### src/rtl/psc_pkg.sv
package psc_pkg;
  localparam logic [1:0] CLS_SCMP = 2'd0;
  localparam logic [1:0] CLS_UCMP = 2'd1;
  localparam logic [1:0] CLS_DEQ  = 2'd2;
  localparam logic [1:0] CLS_RNG  = 2'd3;

  localparam logic [2:0] CC_EQ = 3'd0;
  localparam logic [2:0] CC_NE = 3'd1;
  localparam logic [2:0] CC_LT = 3'd2;
  localparam logic [2:0] CC_LE = 3'd3;
  localparam logic [2:0] CC_GT = 3'd4;
  localparam logic [2:0] CC_GE = 3'd5;

  // Turns a less-than flag and an equal flag into the chosen condition.
  function automatic logic cond_eval(input logic lt, input logic eq, input logic [2:0] cc);
    logic r;
    case (cc)
      CC_EQ:   r = eq;
      CC_NE:   r = !eq;
      CC_LT:   r = lt;
      CC_LE:   r = lt | eq;
      CC_GT:   r = !(lt | eq);
      CC_GE:   r = !lt;
      default: r = 1'b0;
    endcase
    return r;
  endfunction

  // Index of the lane bank: code 3 is an alias for the widest lanes.
  function automatic logic [1:0] size_index(input logic [1:0] lsz);
    return (lsz == 2'd3) ? 2'd2 : lsz;
  endfunction
endpackage

### src/rtl/psc_lane.sv
module psc_lane
  import psc_pkg::*;
#(
  parameter int W = 8
) (
  input  logic [W-1:0] a,
  input  logic [W-1:0] b,
  input  logic [W-1:0] pat_hi,
  input  logic [W-1:0] pat_lo,
  input  logic [1:0]   cls,
  input  logic [2:0]   cc,
  output logic         hit
);
  logic eq, slt, ult, deq_hit, rng_hit;

  always_comb begin
    eq      = (a == b);
    slt     = ($signed(a) < $signed(b));
    ult     = (a < b);
    deq_hit = (a == pat_hi) || (a == pat_lo);
    rng_hit = (a > pat_hi) && (a < pat_lo);
    case (cls)
      CLS_SCMP: hit = cond_eval(slt, eq, cc);
      CLS_UCMP: hit = cond_eval(ult, eq, cc);
      CLS_DEQ:  hit = deq_hit;
      default:  hit = rng_hit;
    endcase
  end
endmodule

### src/rtl/psc_bank.sv
module psc_bank #(
  parameter int DW = 64,
  parameter int LW = 8,
  parameter int MW = 8
) (
  input  logic [DW-1:0] a,
  input  logic [DW-1:0] b,
  input  logic [1:0]    cls,
  input  logic [2:0]    cc,
  output logic [MW-1:0] mask
);
  localparam int NL   = DW / LW;
  localparam int HALF = DW / 2;

  logic [DW-1:0] pat_hi_rep, pat_lo_rep;
  assign pat_hi_rep = {2{b[DW-1:HALF]}};
  assign pat_lo_rep = {2{b[HALF-1:0]}};

  for (genvar i = 0; i < MW; i++) begin : g_lane
    if (i < NL) begin : g_live
      psc_lane #(.W(LW)) u_lane (
        .a      (a[i*LW +: LW]),
        .b      (b[i*LW +: LW]),
        .pat_hi (pat_hi_rep[i*LW +: LW]),
        .pat_lo (pat_lo_rep[i*LW +: LW]),
        .cls    (cls),
        .cc     (cc),
        .hit    (mask[i])
      );
    end else begin : g_pad
      assign mask[i] = 1'b0;
    end
  end
endmodule

### src/rtl/psc_place.sv
module psc_place #(
  parameter int DW  = 64,
  parameter int MW  = 8,
  parameter int SHW = 3,
  parameter int CW  = 4
) (
  input  logic [MW-1:0]  mask,
  input  logic [CW-1:0]  lanes,
  input  logic [SHW-1:0] sh,
  output logic [DW-1:0]  placed
);
  localparam int AW = SHW + CW;

  logic [AW-1:0] amount;
  logic [DW-1:0] wide;

  always_comb begin
    amount = AW'(sh) * AW'(lanes);
    wide   = '0;
    wide[MW-1:0] = mask;
    placed = wide << amount;
  end
endmodule

### src/rtl/psc_top.sv
module psc_top
  import psc_pkg::*;
#(
  parameter int DW      = 64,
  parameter int BASE_LW = 8,
  parameter int SHW     = 3
) (
  input  logic           clk,
  input  logic           rst_n,
  input  logic           valid_i,
  input  logic [1:0]     cls_i,
  input  logic [2:0]     cc_i,
  input  logic [1:0]     lsz_i,
  input  logic [SHW-1:0] sh_i,
  input  logic [DW-1:0]  a_i,
  input  logic [DW-1:0]  b_i,
  output logic           valid_o,
  output logic [DW-1:0]  result_o
);
  localparam int NSZ = 3;
  localparam int MW  = DW / BASE_LW;
  localparam int CW  = $clog2(MW) + 1;

  logic [NSZ-1:0][MW-1:0] bank_mask;
  logic [NSZ-1:0]         size_oh;
  logic [MW-1:0]          raw_mask;
  logic [CW-1:0]          lane_cnt;
  logic [DW-1:0]          placed;
  logic [1:0]             sidx;

  for (genvar k = 0; k < NSZ; k++) begin : g_bank
    psc_bank #(.DW(DW), .LW(BASE_LW << k), .MW(MW)) u_bank (
      .a    (a_i),
      .b    (b_i),
      .cls  (cls_i),
      .cc   (cc_i),
      .mask (bank_mask[k])
    );
  end

  always_comb begin
    sidx     = size_index(lsz_i);
    size_oh  = NSZ'(1) << sidx;
    lane_cnt = CW'(MW >> sidx);
    raw_mask = '0;
    for (int k = 0; k < NSZ; k++)
      raw_mask = raw_mask | (bank_mask[k] & {MW{size_oh[k]}});
  end

  psc_place #(.DW(DW), .MW(MW), .SHW(SHW), .CW(CW)) u_place (
    .mask   (raw_mask),
    .lanes  (lane_cnt),
    .sh     (sh_i),
    .placed (placed)
  );

  always_ff @(posedge clk) begin
    if (!rst_n) begin
      valid_o  <= 1'b0;
      result_o <= '0;
    end else begin
      valid_o  <= valid_i;
      result_o <= valid_i ? placed : '0;
    end
  end
endmodule

### config.mk
export PLATFORM = sky130hd
export DESIGN_NAME = psc_top
export DESIGN_NICKNAME = d
export VERILOG_FILES = /design/src/rtl/psc_pkg.sv /design/src/rtl/psc_lane.sv /design/src/rtl/psc_bank.sv /design/src/rtl/psc_place.sv /design/src/rtl/psc_top.sv
export SDC_FILE = /design/constraint.sdc
export NUM_CORES = 1
export LEC_CHECK = 0
export ABC_AREA = 1
export CORE_MARGIN = 3
export CORE_UTILIZATION = 25
export DETAILED_ROUTE_END_ITERATION = 12
export PLACE_DENSITY = 0.44
export SKIP_CTS_REPAIR_TIMING = 1
export SLEW_MARGIN = 20
export SYNTH_ARGS = -nofsm -noshare
export SYNTH_HDL_FRONTEND = slang
export SYNTH_SLANG_ARGS = --single-unit
### constraint.sdc
create_clock -name clk -period 5.6 [get_ports clk]
set_clock_uncertainty 0.1 [all_clocks]
set_input_delay 0.56 -clock clk [delete_from_list [all_inputs] [get_ports clk]]
set_output_delay 0.56 -clock clk [all_outputs]
set_load 0.02 [all_outputs]
==> results of run 1 <==
[stage by stage]
| step | worst slack [ps] | power, mW | util | area, sq um | std cells |
|---|---|---|---|---|---|
| final | 1700 | 1.84 | 0.351 | 10500 | 1818 |
| after global routing | 1260 | 1.98 | 0.351 | 10500 | 1818 |
| after CTS | 1630 | 1.86 | 0.351 | 10500 | 1818 |
| after detailed placement | 1300 | 1.25 | 0.340 | 10200 | 1802 |
| after global placement | 1370 | 1.25 | 0.340 | 10200 | 1802 |
| after floorplan | 2310 | 0.953 | - | 7740 | 1224 |
[state kept, by name, summed over array words and instances (netlist names)]
name	flops
result_o	64
valid_o	1
[how the worst min path moves through the flow]
stage | startpoint | to | cells past startpoint
detailed placement | valid_i | valid_o | 3
CTS | valid_i | valid_o | 3
global placement | valid_i | valid_o | 3
global route | valid_i | valid_o | 3
floorplan | valid_i | valid_o | 2
finish | valid_i | valid_o | 3
[layout by cell type (no fill, tap or decap), types with 13 or more instances in the layout]
| cell type | instances |
|---|---|
| a21oi_1 | 111 |
| clkdlybuf4s50_1 | 205 |
| dfxtp_1 | 65 |
| ha_1 | 146 |
| inv_1 | 170 |
| nand2_1 | 289 |
| nand3_1 | 115 |
| nand4_1 | 25 |
| nor2_1 | 125 |
| o211ai_1 | 13 |
| o21ai_0 | 48 |
[power groups by stage]
stage               clock network, mW  registers [mW]  logic, mW
floorplan                           0           0.500      0.452
global placement                    0           0.487      0.760
detailed placement                  0           0.487      0.762
CTS                             0.615           0.477      0.767
global route                    0.640           0.478      0.865
finish                          0.603           0.477      0.761
[layer usage]
metal,wire [microns],part of all wire
met1,13000,0.48
met3,1520,0.056
met2,12700,0.46
met4,132,0.0048
met5,0,0
[kinds of logic (layout without fill, tap and decap cells)]
family                     Yosys count  after routing  synth area share
AOI/OAI and AO/OA                  203            203             0.145
DFF                                 65             65             0.168
adders and majority gates          149            149             0.244
buffers and inverters              204            408             0.101
other                                2              2          0.000971
xor gates and xnor gates             5              5           0.00566
and+or+nand+nor                    596            596             0.336
[worst min-delay path, stage by stage]
cell and delay (ps):
clkdlybuf4s50_1 400, nand2_1 100, inv_1 40
[layout make-up]
type                            count  share of cell area
Tap cell                          390              0.0463
Sequential cell                    65               0.123
Inverter                          182              0.0649
Multi-Input combinational cell    955               0.536
Clock inverter                      6             0.00854
Clock buffer                       10              0.0227
Timing Repair Buffer              210               0.198
==> flow_summary.ini, run 1 <==
[outcome]
status = completed

[power_and_ir_drop]
power_frac_seq = 0.259
switching_share = 0.363
p_switching_mw = 0.669
internal_power_mw = 1.17
power_density_nw_per_um2 = 175
combinationalPowerShare = 0.413
p_clk_frac = 0.328
ir_drop_uv = 147
leakage_nw = 5.18

[yosys]
synth_area_sq_um = 7740
yosysTopAreaCell = ha_1
syn_nets = 1514
yosysUniqueCellTypes = 46
netlist_instances = 1224
ys_ff_latch = 65
ys_seq_area_frac = 0.168
synth_commonest_cells = nand2_1 (289), inv_1 (170), ha_1 (146), nor2_1 (125), nand3_1 (115)
syn_avg_cell_area_sq_um = 6.32
synth_area_leaders = ha_1 (24%), dfxtp_1 (17%), nand2_1 (14%), inv_1 (8.2%), nand3_1 (7.4%)
synth_top_area_share = 0.236
synth_edf_count = 0
synth_flop_cell = dfxtp_1
synth_warnings = 0
async_reset_ff_frac = 0
yosysMostFrequentCell = nand2_1

[placed_design]
io_buffers = 205
gp_congestion = 0.866
dp.final_hpwl_microns = 23500

[critical_path]
cp_common_cell = nand2_1
worst_ep_required_time_ps = 5740
cp-end-kind = flip-flop
path_class = input port to flip-flop
cp_cell_sequence = clkdlybuf4s50_1, nor2_1, nand2_1, fa_1, inv_1, fa_1, nand2_1, a21oi_1, nor3_1, nand2_1, o21ai_0
path_max_fanout = 27
cp-endpoint = result_o[36]
cp_slowest_cell = nand2_1
startpoint = lsz_i[1]
worst_path_largest_cell_delay_ps = 680
arrival_ps = 4030
crit_buf_inv = 2
path_depth = 11
critPathLaunchType = input port
cp_top_family = simple AND/OR/NAND/NOR gates

[routing]
drtAntennaViolNets = 0
first_pass_iters = 5
drc = 0
dr.first_iter.drc_count = 441
wl_microns = 27400
detail_route.vias_per_cell = 4.64
vias = 8437
wl_per_cell_microns = 15.0

[sta]
min_period_ps = 3900
hold_violations = 0
hold_slack_ps = 726
setup-tns-final_ps = 0
finalSetupViolations = 0
fmax_mhz = 257
period_share = 0.696
tightest_slew_ps = 979
rsz0062_at_grt = false
maxSlewHeadroom = 0.346
report.final.slew_viol_count = 0

[global_routing]
antenna_found_initial = 0
gr-usage-met1 = 0.224
busiest_layer = met2
grt_pass1_vias = 8263
grt_pass1_wl_microns = 43800
gr-usage-met3 = 0.0228
grt_max_degree = 33
grt.total_usage = 0.162
overflow = 0
gr-usage-met2 = 0.277

[clocking]
tritoncts = yes
cts_root_buf = clkbuf_16
clk_path_buf_depth = 2
htreeDepth = 3
clkSlewWorstSetupHoldPaths_ps = 50
cts_buffers = 9
clock_sinks = 65

[final_layout]
areaGrowthSynthToFinish_pct = 36.4
seq_area_sq_um = 1300
nFillCells = 3290
multi_input_area_sq_um = 5660
final_layout_size_suffix_gt1_frac = 0.0399
diodes = 0
fin_nets = 1713

[flow_run]
cap_violations = 0

[floorplan]
ios = 206
start_util = 0.258
die_area_sq_um = 33100
core_sq_um = 30000
die_w_microns = 182
placementRows = 63
die_y_microns = 182

[worst_hold_path]
hp-class = input port to flip-flop
(Power assumes the default switching activity.)
==> inputs of run 2 (changes only) <==
==> constraint.sdc (replaced) <==
create_clock -name clk -period 3.7 [get_ports clk]
set_clock_uncertainty 0.1 [all_clocks]
set_input_delay 0.37 -clock clk [delete_from_list [all_inputs] [get_ports clk]]
set_output_delay 0.37 -clock clk [all_outputs]
set_load 0.02 [all_outputs]
==> run 2 against run 1 <==
Against the previous run:
- die area is the same
- critical path type unchanged
- power up 55%
- worst hold slack worse by 210 ps
- clock power is 52% higher
- routed wire length is 3.6% higher
- design area up 3.2%
- largest cell class unchanged
- combinational power up 59%
- core utilization increased by 1.1 points
- via count up 1.6%
- sequential share of layout area fell by 0.38 points
- non-clock buffer count increased by 41
- global-route usage grew 0.78 points
==> flow_summary.ini, run 2 (synthesis results as in run 1) <==
[routing]
drc = 0
first_pass_iters = 6
vias = 8571
wl_per_cell_microns = 15.2
drtAntennaViolNets = 0
dr.first_iter.drc_count = 405
detail_route.vias_per_cell = 4.61
wl_microns = 28300

[floorplan]
core_sq_um = 30000
die_w_microns = 182
die_area_sq_um = 33100
ios = 206
placementRows = 63
start_util = 0.258
die_y_microns = 182

[power_and_ir_drop]
power_density_nw_per_um2 = 262
leakage_nw = 5.39
power_frac_seq = 0.253
p_switching_mw = 1.03
ir_drop_uv = 222
internal_power_mw = 1.82
switching_share = 0.362
p_clk_frac = 0.322
finalPower_mw = 2.85
combinationalPowerShare = 0.424

[final_layout]
final_common_cell = nand2_1
top_regs = result_o: 64 flops, valid_o: 1 flops
top_register = result_o
final_cell_mix = nand2_1 (289), clkdlybuf4s50_1 (205), inv_1 (170), ha_1 (146), nor2_1 (125)
areaGrowthSynthToFinish_pct = 40.7
nFillCells = 3278
final_cell_area_sq_um = 10900
final_util = 0.362
largest_reg_flops = 64
instances_no_fill = 1859
fin_nets = 1754
multi_input_area_sq_um = 5660
final_layout_size_suffix_gt1_frac = 0.0667
diodes = 0
seq_area_sq_um = 1300

[critical_path]
worst_ep_required_time_ps = 3810
path_class = input port to flip-flop
arrival_ps = 3350
critPathLaunchType = input port
cp-end-kind = flip-flop
cp_slowest_cell = clkdlybuf4s50_1
worst_path_largest_cell_delay_ps = 470
cp_common_cell = nand3_1
cp_cell_sequence = clkdlybuf4s50_1, inv_1, ha_1, nand2_1, nor2_1, nand2_1, nand2_1, nand3_1, o21ai_1, o2111ai_1, nand3_1, nand3_1, nand3_1, buf_4, nand3_1, o211ai_1, nor2_1
path_max_fanout = 4

[global_routing]
gr-usage-met3 = 0.0242
grt_pass1_wl_microns = 45800
antenna_found_initial = 0
grt_pass1_vias = 8795
gr-usage-met2 = 0.290
gr-usage-met1 = 0.229
grt_max_degree = 33
busiest_layer = met2
grt.total_usage = 0.169
overflow = 0

[worst_hold_path]
whs_endpoint = valid_o
hold_depth = 3
hp-start = rst_n
hp-class = input port to flip-flop

[clocking]
cts_root_buf = clkbuf_16
tritoncts = yes
clk_path_buf_depth = 2
cts_buffers = 9
clkSlewWorstSetupHoldPaths_ps = 50
clock_sinks = 65
htreeDepth = 3

[sta]
fmax_mhz = 308
period_share = 0.877
hold_slack_ps = 520
min_period_ps = 3240
rsz0062_at_grt = false
setup_ws_ps = 456
finalSetupViolations = 0
hold_violations = 0
report.final.slew_viol_count = 0
setup-tns-final_ps = 0

[flow_run]
cap_violations = 0

[placed_design]
gp_congestion = 0.853
dp.final_hpwl_microns = 24200
place_area_sq_um = 10500
pre_cts_slack_ps = 120
io_buffers = 205
post-place-cells = 1842

[outcome]
status = completed
## run 2: changes by cell type in the layout (fill, tap and decap cells not counted)
cell	change
buf_4	+39
buf_12	+2
## run 2: cell type report
type	instances	share of cell area
clock buffer	10	0.0220
inverter	182	0.0629
tap	390	0.0448
sequential	65	0.120
clock inverter	6	0.00828
timing repair buffer	251	0.223
multi-input combinational	955	0.520
## run 2: worst max path at each step
stage	end	cells after the start	startpoint
after detailed placement	result_o[45]	21	b_i[55]
after global routing	result_o[45]	19	b_i[55]
final	result_o[45]	17	b_i[23]
after CTS	result_o[45]	21	b_i[55]
after global placement	result_o[61]	21	b_i[55]
after floorplan	result_o[34]	13	lsz_i[0]
## run 2: critical path: cells and delay by family
| kind | cells | cell delay, ps |
|---|---|---|
| AO/OA/AOI/OAI | 3 | 690 |
| adder cells (fa/ha/maj) | 1 | 340 |
| buffers and inverters | 3 | 650 |
| AND/OR/NAND/NOR | 10 | 1300 |
## run 2: power by group through the flow
stage          sequential (mW)  combinational [mW]  clock, mW
5_1_grt                  0.724                1.37      0.973
3_3_place_gp             0.738                1.21          0
2_1_floorplan            0.757               0.685          0
4_1_cts                  0.722                1.22      0.932
6_report                 0.722                1.21      0.917
3_5_place_dp             0.737                1.21          0
## run 2: layer usage
metal	part of all wire	up-vias
met2	0.46	245
met5	0	-
met4	0.012	0
li1	-	4534
met1	0.47	3766
met3	0.051	26
==> inputs of run 3 (changes only) <==
--- a/config.mk
+++ b/config.mk
@@ -6,10 +6,12 @@
 export NUM_CORES = 1
 export LEC_CHECK = 0
 export ABC_AREA = 1
+export CELL_PAD_IN_SITES_DETAIL_PLACEMENT = 2
+export CELL_PAD_IN_SITES_GLOBAL_PLACEMENT = 2
 export CORE_MARGIN = 3
 export CORE_UTILIZATION = 25
 export DETAILED_ROUTE_END_ITERATION = 12
-export PLACE_DENSITY = 0.44
+export PLACE_DENSITY = 0.76
 export SKIP_CTS_REPAIR_TIMING = 1
 export SLEW_MARGIN = 20
 export SYNTH_ARGS = -nofsm -noshare
==> run 3 against run 2 <==
Against the previous run:
- routed wire length grew 20%
- final cell count up 0.54%
- power fell by 1.4%
- sequential share of layout area about the same
- combinational power is 5% higher
- first-iteration DRC count decreased by 24%
- clock power fell by 11%
- sequential power is essentially flat
- largest power group unchanged
==> flow_summary.ini, run 3 (synthesis results as in run 1) <==
[final_layout]
final_layout_size_suffix_gt1_frac = 0.0723
fin_nets = 1764
final_util = 0.364
top_regs = result_o: 64 flops, valid_o: 1 flops
diodes = 0
final_common_cell = nand2_1
top_register = result_o
nFillCells = 3625
largest_reg_flops = 64
final_cell_mix = nand2_1 (289), clkdlybuf4s50_1 (205), inv_1 (170), ha_1 (146), nor2_1 (125)
areaGrowthSynthToFinish_pct = 41.2

[clocking]
clock_sinks = 65
cts_root_buf = clkbuf_16
clk_path_buf_depth = 2
tritoncts = yes
htreeDepth = 3
clkSlewWorstSetupHoldPaths_ps = 60
cts_buffers = 9

[routing]
vias = 9088
wl_microns = 34100
drc = 0
dr.first_iter.drc_count = 308
wl_per_cell_microns = 18.3
first_pass_iters = 4
drtAntennaViolNets = 0
detail_route.vias_per_cell = 4.86

[power_and_ir_drop]
finalPower_mw = 2.81
internal_power_mw = 1.72
p_switching_mw = 1.09
power_frac_seq = 0.257
ir_drop_uv = 225
switching_share = 0.386
combinationalPowerShare = 0.451
p_clk_frac = 0.292
power_density_nw_per_um2 = 257
leakage_nw = 5.41

[floorplan]
die_w_microns = 182
core_sq_um = 30000
placementRows = 63
die_area_sq_um = 33100
die_y_microns = 182
ios = 206
start_util = 0.258

[worst_hold_path]
hp-class = input port to flip-flop
hold_depth = 3
hp-start = valid_i
whs_endpoint = valid_o

[placed_design]
dp.final_hpwl_microns = 29500
io_buffers = 205
gp_congestion = 0.868

[global_routing]
grt_max_degree = 28
overflow = 0
grt_pass1_wl_microns = 54500
grt_pass1_vias = 10200
grt.total_usage = 0.203
antenna_found_initial = 0

[sta]
finalSetupViolations = 0
setup-tns-final_ps = 0
hold_violations = 0
period_share = 0.911
maxSlewHeadroom = 0.641
min_period_ps = 3370
rsz0062_at_grt = false
tightest_slew_ps = 537
report.final.slew_viol_count = 0
fmax_mhz = 297

[outcome]
status = completed

[critical_path]
arrival_ps = 3530
worst_ep_required_time_ps = 3860
critPathLaunchType = input port
cp-end-kind = flip-flop
path_max_fanout = 5
path_class = input port to flip-flop

[flow_run]
cap_violations = 0
## run 3: how the worst max path moves through the flow
stage	from	to	slack, ps
floorplan	lsz_i[0]	result_o[34]	600
global placement	b_i[39]	result_o[44]	100
detailed placement	b_i[7]	result_o[50]	-30
CTS	a_i[47]	result_o[17]	300
global route	b_i[55]	result_o[22]	9
finish	a_i[47]	result_o[17]	330
## run 3: critical path, cell delays in order
cell             delay, ps
clkdlybuf4s50_1        490
ha_1                   400
nand2_1                100
nor2_2                 190
nand2_1                200
clkinv_2               130
nand2_1                100
nand2_2                140
nand2_1                100
nand3_1                120
nand2_1                 70
a21oi_1                130
nand3_1                 90
nand2_1                 70
nand2_1                 90
nand2_1                100
nand2_1                110
nor3_4                 230
nand2_1                150
a21oi_1                170
## run 3: layout make-up
class / count / area [sq um] / area share
flip-flops and latches: 65 / 1300 / 0.119
repair buffers: 261 / 2480 / 0.228
clock buffers: 13 / 270 / 0.0247
multi-input cells: 955 / 5670 / 0.519
clock inverters: 3 / 23.8 / 0.00218
well taps: 390 / 488 / 0.0447
inverters: 182 / 684 / 0.0627
## run 3: power groups by stage
stage               sequential [mW]  clock, mW  combinational [mW]
floorplan                     0.757          0               0.685
global placement              0.738          0                1.21
detailed placement            0.738          0                1.27
CTS                           0.723      0.832                1.28
global route                  0.725      0.870                1.43
finish                        0.723      0.819                1.27
## run 3: layer usage
layer	up-vias	global-route usage	share of wire
met1	4371	0.255	0.45
met3	14	0.0212	0.031
met4	0	0.0247	0.0064
li1	4547	-	-
met2	156	0.382	0.51
met5	-	0	0
## run 3: per-stage QoR
stage / cells / area [sq um] / setup WS, ps / hold WS, ps
2_1_floorplan: 1224 / 7740 / 604 / 382
3_3_place_gp: 1850 / 10600 / 104 / 858
3_5_place_dp: 1850 / 10600 / -25.8 / 846
4_1_cts: 1866 / 10900 / 297 / 494
5_1_grt: 1869 / 10900 / 8.52 / 523
6_report: 1869 / 10900 / 330 / 500
